--- config.mk ---
export PLATFORM = sky130hd
export DESIGN_NAME = alu16_core
export DESIGN_NICKNAME = d
export VERILOG_FILES = /design/src/rtl/alu16_pkg.sv /design/src/rtl/alu16_bitwise.sv /design/src/rtl/alu16_addsub.sv /design/src/rtl/alu16_shifter.sv /design/src/rtl/alu16_mul.sv /design/src/rtl/alu16_core.sv
export SDC_FILE = /design/constraint.sdc
export NUM_CORES = 1
export LEC_CHECK = 0
export BUFFER_PORTS_ARGS = -buffer_cell sky130_fd_sc_hd__buf_2
export CAP_MARGIN = 10
export CORE_UTILIZATION = 51
export DETAILED_ROUTE_END_ITERATION = 7
export GPL_ROUTABILITY_DRIVEN = 1
export PLACE_DENSITY = 0.68
export SLEW_MARGIN = 25
export SYNTH_ARGS = -nofsm -noshare
export SYNTH_HDL_FRONTEND = slang
export SYNTH_HIERARCHICAL = 1
export SYNTH_SLANG_ARGS = --single-unit
--- constraint.sdc ---
create_clock -name vclk -period 16.8
set_input_delay 3.36 -clock vclk [all_inputs]
set_output_delay 3.36 -clock vclk [all_outputs]
set_load 0.01 [all_outputs]
--- src/rtl/alu16_pkg.sv ---
package alu16_pkg;

   localparam int OPC_W = 4;

   typedef enum logic [OPC_W-1:0] {
      OPC_MOVE = 4'd0,
      OPC_AND  = 4'd1,
      OPC_OR   = 4'd2,
      OPC_XOR  = 4'd3,
      OPC_ADD  = 4'd4,
      OPC_SUB  = 4'd5,
      OPC_SHL  = 4'd6,
      OPC_SHR  = 4'd7,
      OPC_ROL  = 4'd8,
      OPC_ROR  = 4'd9,
      OPC_SWAP = 4'd10,
      OPC_MUL  = 4'd11
   } alu_opc_e;

   function automatic logic opc_valid(input logic [OPC_W-1:0] code);
      return (code <= OPC_MUL);
   endfunction

endpackage

--- src/rtl/alu16_bitwise.sv ---
module alu16_bitwise
   import alu16_pkg::*;
#(
   parameter int DW = 16
) (
   input  alu_opc_e        opc,
   input  logic [DW-1:0]   lhs,
   input  logic [DW-1:0]   rhs,
   output logic [DW-1:0]   res
);
   localparam int HALF = DW / 2;

   logic [DW-1:0] swapped;

   // byte exchange built per lane
   for (genvar g = 0; g < HALF; g++) begin : g_swap
      assign swapped[g]        = rhs[g + HALF];
      assign swapped[g + HALF] = rhs[g];
   end

   always_comb begin
      unique case (opc)
         OPC_AND:  res = lhs & rhs;
         OPC_OR:   res = lhs | rhs;
         OPC_XOR:  res = lhs ^ rhs;
         OPC_SWAP: res = swapped;
         default:  res = rhs;
      endcase
   end

   // the two halves trade places
   always_comb begin
      if (opc == OPC_SWAP) begin
         a_r7_halves_traded: assert ({res[HALF-1:0], res[DW-1:HALF]} == rhs)
            else $error("swap halves mismatch");
      end
   end

endmodule

--- src/rtl/alu16_addsub.sv ---
module alu16_addsub #(
   parameter int DW = 16
) (
   input  logic            do_sub,
   input  logic [DW-1:0]   lhs,
   input  logic [DW-1:0]   rhs,
   output logic [DW-1:0]   res
);
   logic [DW-1:0] rhs_mod;
   logic [DW:0]   wide_sum;

   assign rhs_mod  = do_sub ? ~rhs : rhs;
   assign wide_sum = {1'b0, lhs} + {1'b0, rhs_mod} + {{DW{1'b0}}, do_sub};
   // top bit of the sum is the carry, dropped by design
   assign res      = wide_sum[DW-1:0];

   // inverse relations of the adder
   always_comb begin
      if (do_sub) begin
         a_r4_sub_inverse: assert (DW'(res + rhs) == lhs)
            else $error("difference does not restore minuend");
      end else begin
         a_r3_add_inverse: assert (DW'(res - rhs) == lhs)
            else $error("sum does not restore addend");
      end
   end

endmodule

--- src/rtl/alu16_shifter.sv ---
module alu16_shifter #(
   parameter int DW = 16
) (
   input  logic            go_left,
   input  logic            wrap,
   input  logic [DW-1:0]   src,
   output logic [DW-1:0]   res
);
   logic fill_lo;
   logic fill_hi;

   assign fill_lo = wrap & src[DW-1];
   assign fill_hi = wrap & src[0];

   always_comb begin
      if (go_left) res = {src[DW-2:0], fill_lo};
      else         res = {fill_hi, src[DW-1:1]};
   end

   // edge bits of the moved word
   always_comb begin
      if (go_left) begin
         a_r6_left_edge: assert (res[0] == (wrap ? src[DW-1] : 1'b0))
            else $error("left shift fill bit wrong");
      end else begin
         a_r5_right_edge: assert (res[DW-1] == (wrap ? src[0] : 1'b0))
            else $error("right shift fill bit wrong");
      end
   end

endmodule

--- src/rtl/alu16_mul.sv ---
module alu16_mul #(
   parameter int MW    = 8,
   parameter int STYLE = 0
) (
   input  logic [MW-1:0]     x,
   input  logic [MW-1:0]     y,
   output logic [2*MW-1:0]   prod
);
   localparam int PW = 2 * MW;

   if (STYLE == 0) begin : g_operator
      assign prod = PW'(x) * PW'(y);
   end else begin : g_array
      logic [PW-1:0] partial [MW];
      for (genvar i = 0; i < MW; i++) begin : g_row
         assign partial[i] = y[i] ? (PW'(x) << i) : '0;
      end
      always_comb begin
         prod = '0;
         for (int i = 0; i < MW; i++) prod = prod + partial[i];
      end
   end

   // product parity and zero factors
   always_comb begin
      a_r8_low_bit: assert (prod[0] == (x[0] & y[0]))
         else $error("product bit 0 wrong");
      if (x == '0 || y == '0) begin
         a_r8_zero_factor: assert (prod == '0)
            else $error("zero factor gave nonzero product");
      end
   end

endmodule

--- src/rtl/alu16_core.sv ---
module alu16_core
   import alu16_pkg::*;
#(
   parameter int DW        = 16,
   parameter int IMM_W     = 8,
   parameter int MUL_STYLE = 0
) (
   input  logic [OPC_W-1:0]  op_sel,
   input  logic [DW-1:0]     dst_opnd,
   input  logic [DW-1:0]     src_opnd,
   input  logic              imm_sel,
   input  logic [IMM_W-1:0]  imm_byte,
   output logic [DW-1:0]     result,
   output logic              sign_flag,
   output logic              zero_flag
);
   localparam int MW = DW / 2;

   if (DW % 2 != 0 || DW < 4) begin : g_bad_width
      $error("DW must be even and at least 4");
   end
   if (IMM_W > DW) begin : g_bad_imm
      $error("IMM_W must not exceed DW");
   end
   if (MUL_STYLE != 0 && MUL_STYLE != 1) begin : g_bad_style
      $error("MUL_STYLE must be 0 or 1");
   end

   alu_opc_e      opc;
   logic [DW-1:0] rhs;
   logic [DW-1:0] bit_res;
   logic [DW-1:0] as_res;
   logic [DW-1:0] sh_res;
   logic [DW-1:0] mul_res;
   logic          is_sub;
   logic          sh_left;
   logic          sh_wrap;

   assign opc = alu_opc_e'(op_sel);
   assign rhs = imm_sel ? DW'(imm_byte) : src_opnd;

   assign is_sub  = (opc == OPC_SUB);
   assign sh_left = (opc == OPC_SHL) || (opc == OPC_ROL);
   assign sh_wrap = (opc == OPC_ROL) || (opc == OPC_ROR);

   alu16_bitwise #(.DW(DW)) u_bitwise (
      .opc (opc),
      .lhs (dst_opnd),
      .rhs (rhs),
      .res (bit_res)
   );

   alu16_addsub #(.DW(DW)) u_addsub (
      .do_sub (is_sub),
      .lhs    (dst_opnd),
      .rhs    (rhs),
      .res    (as_res)
   );

   alu16_shifter #(.DW(DW)) u_shifter (
      .go_left (sh_left),
      .wrap    (sh_wrap),
      .src     (rhs),
      .res     (sh_res)
   );

   alu16_mul #(.MW(MW), .STYLE(MUL_STYLE)) u_mul (
      .x    (dst_opnd[MW-1:0]),
      .y    (rhs[MW-1:0]),
      .prod (mul_res)
   );

   always_comb begin
      if (!opc_valid(op_sel)) begin
         result = '0;
      end else begin
         unique case (opc)
            OPC_ADD, OPC_SUB:                  result = as_res;
            OPC_SHL, OPC_SHR, OPC_ROL, OPC_ROR: result = sh_res;
            OPC_MUL:                           result = mul_res;
            default:                           result = bit_res;
         endcase
      end
   end

   assign sign_flag = result[DW-1];
   assign zero_flag = ~|result;

   always_comb begin
      // flags agree with the result count of ones
      a_r9_zero_flag: assert (zero_flag == ($countones(result) == 0))
         else $error("zero flag disagrees with result");
      // move forwards the selected source unchanged
      if (op_sel == 4'd0) begin
         a_r1_move_copy: assert (result == rhs && sign_flag == rhs[DW-1])
            else $error("move did not copy source");
      end
      // unassigned codes clear the result
      if (op_sel > 4'd11) begin
         a_r11_unassigned_zero: assert (zero_flag && !sign_flag)
            else $error("unassigned code gave nonzero result");
      end
      // immediate upper bits cannot reach a bitwise AND
      if (imm_sel && op_sel == 4'd1) begin
         a_r10_imm_upper_clear: assert (result[DW-1:IMM_W] == '0)
            else $error("immediate upper bits leaked");
      end
   end

endmodule

# ---- Word-level counts from Yosys, hierarchy flattened
# Index checks and enable logic that the tools add are counted.
dict set report totals {
  input_bits 45
  register_bits 0
  elab_cells 33
}
dict set report op_classes {
  bitwise 6
  n_reduce_logical 6
  eq_ne 11
  muxes 6
  order_cmp 1
  mul 1
  n_addsub 2
}
# operator n
set op_table {}
lappend op_table {{two-way mux 16 bit} 4}
lappend op_table {{case mux 16 bit (4 select lines)} 1}
lappend op_table {{case mux 16 bit (3 select lines)} 1}
lappend op_table {{adder 16 x 1 -> 16 bit} 1}
lappend op_table {{adder 16 bit} 1}
lappend op_table {{AND 16 bit} 1}
lappend op_table {{equality test 4 x 3 -> 1 bit, second input constant} 4}
lappend op_table {{equality test 4 bit, second input constant} 4}
lappend op_table {{multiplier 8 x 8 -> 16 bit} 1}
lappend op_table {{NOT 16 bit} 1}
lappend op_table {{OR 16 bit} 1}
lappend op_table {{OR reduction 16 bit} 1}
lappend op_table {{bitwise XOR 16 bit} 1}
lappend op_table {{equality test 4 x 2 -> 1 bit, second input constant} 2}
lappend op_table {{equality test 4 x 1 -> 1 bit, second input constant} 1}
lappend op_table {{less-or-equal comparator 4 bit, second input constant} 1}
lappend op_table {{OR reduction 4 bit} 1}
lappend op_table {{AND 1 bit} 2}
lappend op_table {{logical OR 1 bit} 2}
lappend op_table {{OR reduction 2 bit} 1}
lappend op_table {{zero test 1 bit} 1}

# ---- Longest topological paths before layout
dict set report logic_depth {
  word_depth 9
  depth_mapped 24
  ltp_nobuf 22
}

# ---- By module
# The synthesis kept the hierarchy.
# module cells_each instances area_per_inst_um2 seq_area_each_um2
set modules_own_cells {}
lappend modules_own_cells {alu16_mul 243 1 2129.5 0.0}
lappend modules_own_cells {alu16_bitwise 165 1 1385.1 0.0}
lappend modules_own_cells {alu16_core 164 1 1041.0 0.0}
lappend modules_own_cells {alu16_addsub 115 1 859.6 0.0}
lappend modules_own_cells {alu16_shifter 22 1 237.7 0.0}

# ---- Least setup slack after synthesis
# No wires, ideal clock.
dict set report synth_timing {
  kind {input to output}
  start {input imm_sel}
  end {output zero_flag}
  slack_ns 4.970
  cell_stages 22
  arrival_time_ns 8.470
  t_required_ns 13.440
  path_cell_list {clkbuf_1 > clkbuf_1 > mux2_2 > and2_1 > fa_1 > fa_1 > fa_1 > inv_1 > fa_1 > inv_1 > ha_1 > a21oi_1 > o21ai_2 > nor4_1 > a21oi_1 > xor2_1 > or2b_1 > a21oi_1 > o2bb2ai_1 > a21oi_1 > nor4bb_1 > and4_1}
}
# item line
set synth_lines {}
lappend synth_lines {{from (decl)} alu16_core.sv:11} ;# input logic imm_sel,
lappend synth_lines {{two-way mux 16 bit} alu16_core.sv:40} ;# assign rhs = imm_sel ? DW'(imm_byte) : src_opnd;
lappend synth_lines {{named net rhs[6]} alu16_core.sv:30} ;# logic [DW-1:0] rhs;
lappend synth_lines {{multiplier 8 x 8 -> 16 bit} alu16_mul.sv:12} ;# assign prod = PW'(x) * PW'(y);
lappend synth_lines {{named net mul_res[14]} alu16_core.sv:34} ;# logic [DW-1:0] mul_res;
lappend synth_lines {{case mux 16 bit (3 select lines)} alu16_core.sv:77} ;# unique case (opc)
lappend synth_lines {{two-way mux 16 bit} alu16_core.sv:74} ;# if (!opc_valid(op_sel)) begin
lappend synth_lines {{OR reduction 16 bit} alu16_core.sv:87} ;# assign zero_flag = ~|result;
lappend synth_lines {{zero test 1 bit} alu16_core.sv:87}
lappend synth_lines {{to (decl)} alu16_core.sv:15} ;# output logic zero_flag
# The timed path passes the listed nets, and every way through them passes these cells.

# ---- Worst setup path in the final report
# Ends and elaborated chain as after synthesis.

==> flow_summary_export.csv <==
group,metric,value,unit
floorplanning,start_util,52.1,%
finish,seq_cell_count,0,
timing,setup_viol,0,
drt,dr_total_vias,5354,
power,p_seq_share,0,%
power,vdd_ir_drop_max,0.0462,mV
yosys,syn_nets,874,
hold_path,min_path_type,"in -> out",
yosys,synth.top_cell.area_share,18.4,%
yosys,synth_most_common_cell,"inv_1",
power,switchingPower,234,uW
yosys,ys_top_cells_by_count,"inv_1 (90), ha_1 (83), a21oi_1 (54), and2_1 (52), nor2_1 (43)",
place,dpl_cell_area,0.00591,mm^2
drt,drtAntennaViolNets,0,
floorplanning,core_area,0.0108,mm^2
yosys,synth_top_family_by_area,"adder cells",
place,gp_congestion,0.936,
setup_path,slowest_delay,0.54,ns
finish,fill_cells,1053,
yosys,synth_area_leaders,"ha_1 (18%), fa_1 (13%), inv_1 (6.0%)",
yosys,synth.area.mux_share,8.10,%
yosys,synthesis.area,0.00565,mm^2
yosys,yosysUniqueCellTypes,72,
setup_path,worstPathCellList,"buf_2 -> mux2_2 -> and2_1 -> fa_1 -> inv_1 -> fa_1 -> inv_1 -> fa_1 -> inv_1 -> fa_1 -> inv_1 -> ha_1 -> a21o_1 -> a21oi_2 -> nand3_1 -> and3_1 -> a211oi_2 -> o221ai_1 -> a22oi_1 -> a21oi_1 -> nor4bb_1 -> and4_1 -> buf_2",
finish,nets,906,
timing,finalMaxSlewViolations,0,
finish,num_antenna_cells,0,
drt,first_pass_iters,5,
finish,fin_util,54.5,%
timing,rsz0062_at_grt,"no",
yosys,yosys.area_share.xor_xnor,6.51,%
setup_path,cp.arrival,8.89,ns
place,portBuffers,63,
power,switching_share,56.7,%
finish,drive_above_1_share,16.2,%
yosys,synth_top_cell_by_area,"ha_1",
drt,drcViolationCount,0,
yosys,synth_compound_area_share,23.1,%
setup_path,path_class,"in -> out",
drt,drtIter0Drc,378,
place,place_hpwl,12.7,mm
clock_network,cts_setup_buffers,0,
setup_path,crit_cells,23,
setup_path,worstSetupStartpoint,"imm_sel",
floorplanning,num_rows,38,
timing,hold_viol,0,
timing,finalSetupTns,0,ns
yosys,seq_area_frac_synth,0,%
power,power_density,69.7,mW/mm^2
timing,post-route-min-period,12.25,ns
drt,wire_per_inst,19.0,um
floorplanning,ioPinCount,63,
power,clkPwrFrac,0,%
global_route,antenna_found_initial,0,
yosys,synthCells,709,
status,status,"completed",
timing,max_slew_margin,38.4,%
clock_network,cts_resized,0,
timing,fmax,81.6,MHz
global_route,grt_pass1_wl,26.4,mm
floorplanning,die_area,0.0115,mm^2
timing,period_share,72.9,%
finish,clockBufferCount,0,
finish,register_area,0,um^2
power,combPwrFrac,100.0,%
power,leakage,0.00294,uW
drt,routed_wl,16.7,mm
finish,fin_area,0.00591,mm^2
global_route,grt_pass1_vias,5115,
global_route,grt.total_usage,29.1,%
floorplanning,die_h,107,um
power,p_int,179,uW
yosys,postSynthAreaPerCell,7.97,um^2
global_route,grt_max_degree,42,
hold_path,hold_path.startpoint,"op_sel[3]",
yosys,yosys.area_share.simple,19.6,%
hold_path,hold_depth,4,
floorplanning,die_x,107,um
yosys,yosys_warnings,6,
setup_path,worst-path-max-fanout,16,
setup_path,worstPathRequired,13.44,ns
setup_path,endpoint_kind,"output pin",
job,max-cap-violations,0,
finish,syn2layout_area_growth,4.60,%
yosys,synth-adder-area-share,31.5,%
setup_path,crit_family,"adder cells",
global_route,overflow,0,
setup_path,crit_buf_inv,6,
drt,viasPerCell,6.09,
timing,worst_pin_slew,0.924,ns
clock_network,holdBufCountCts,0,
setup_path,cp_slowest_cell,"fa_1",
setup_path,cp-start-kind,"input pin",
placed cells by master, fill, tap and decap left out, types with 17 or more instances in the layout:
cell type	n
a21oi_1	54
fa_1	37
xor2_1	28
nand2_1	37
buf_2	63
nor2_1	43
and2_1	52
ha_1	83
o21ai_0	17
inv_1	90
cell families (layout without fill, tap and decap cells):
kind of cell,Yosys count,after routing
AO/OA/AOI/OAI,173,173
XOR/XNOR,42,42
adder cells (fa/ha/maj),120,120
buffers and inverters,132,162
multiplexers,40,40
AND/OR/NAND/NOR,202,202
area by class of cell:
class / instances / area, um^2 / area share (%)
multi-input cells: 577 / 5020 / 84.9
repair buffers: 71 / 375 / 6.35
inverters: 91 / 342 / 5.78
well taps: 140 / 175 / 2.96
routing by layer:
layer	part of all wire (%)	wire length, um	GRT usage (%)	up-vias
met5	0	0	0	-
met4	3.3	544	9.69	0
met3	6.6	1100	1.63	33
met2	44	7340	45.6	217
met1	46	7700	42.4	2579
li1	-	-	-	2525
final timing paths:
kind,end,slack [ns]
worst min-delay path,result[5],7.49
worst max-delay path,zero_flag,4.55
power by group through the flow:
stage	sequential (uW)	clock (uW)	combinational (uW)
finish	0	0	412
global route	0	0	459
CTS	0	0	409
detailed placement	0	0	406
global placement	0	0	397
floorplan	0	0	313
metrics by stage:
step                      setup WS, ns  power [uW]  instances  hold slack (ns)
after floorplan                   4.97         313        709             7.01
after global placement            4.68         397        879             7.47
after detailed placement          4.59         406        879             7.46
after CTS                         4.57         409        879             7.46
after global routing              4.24         459        879             7.51
final                             4.55         412        879             7.49
Power figures use the tool's default switching activity.
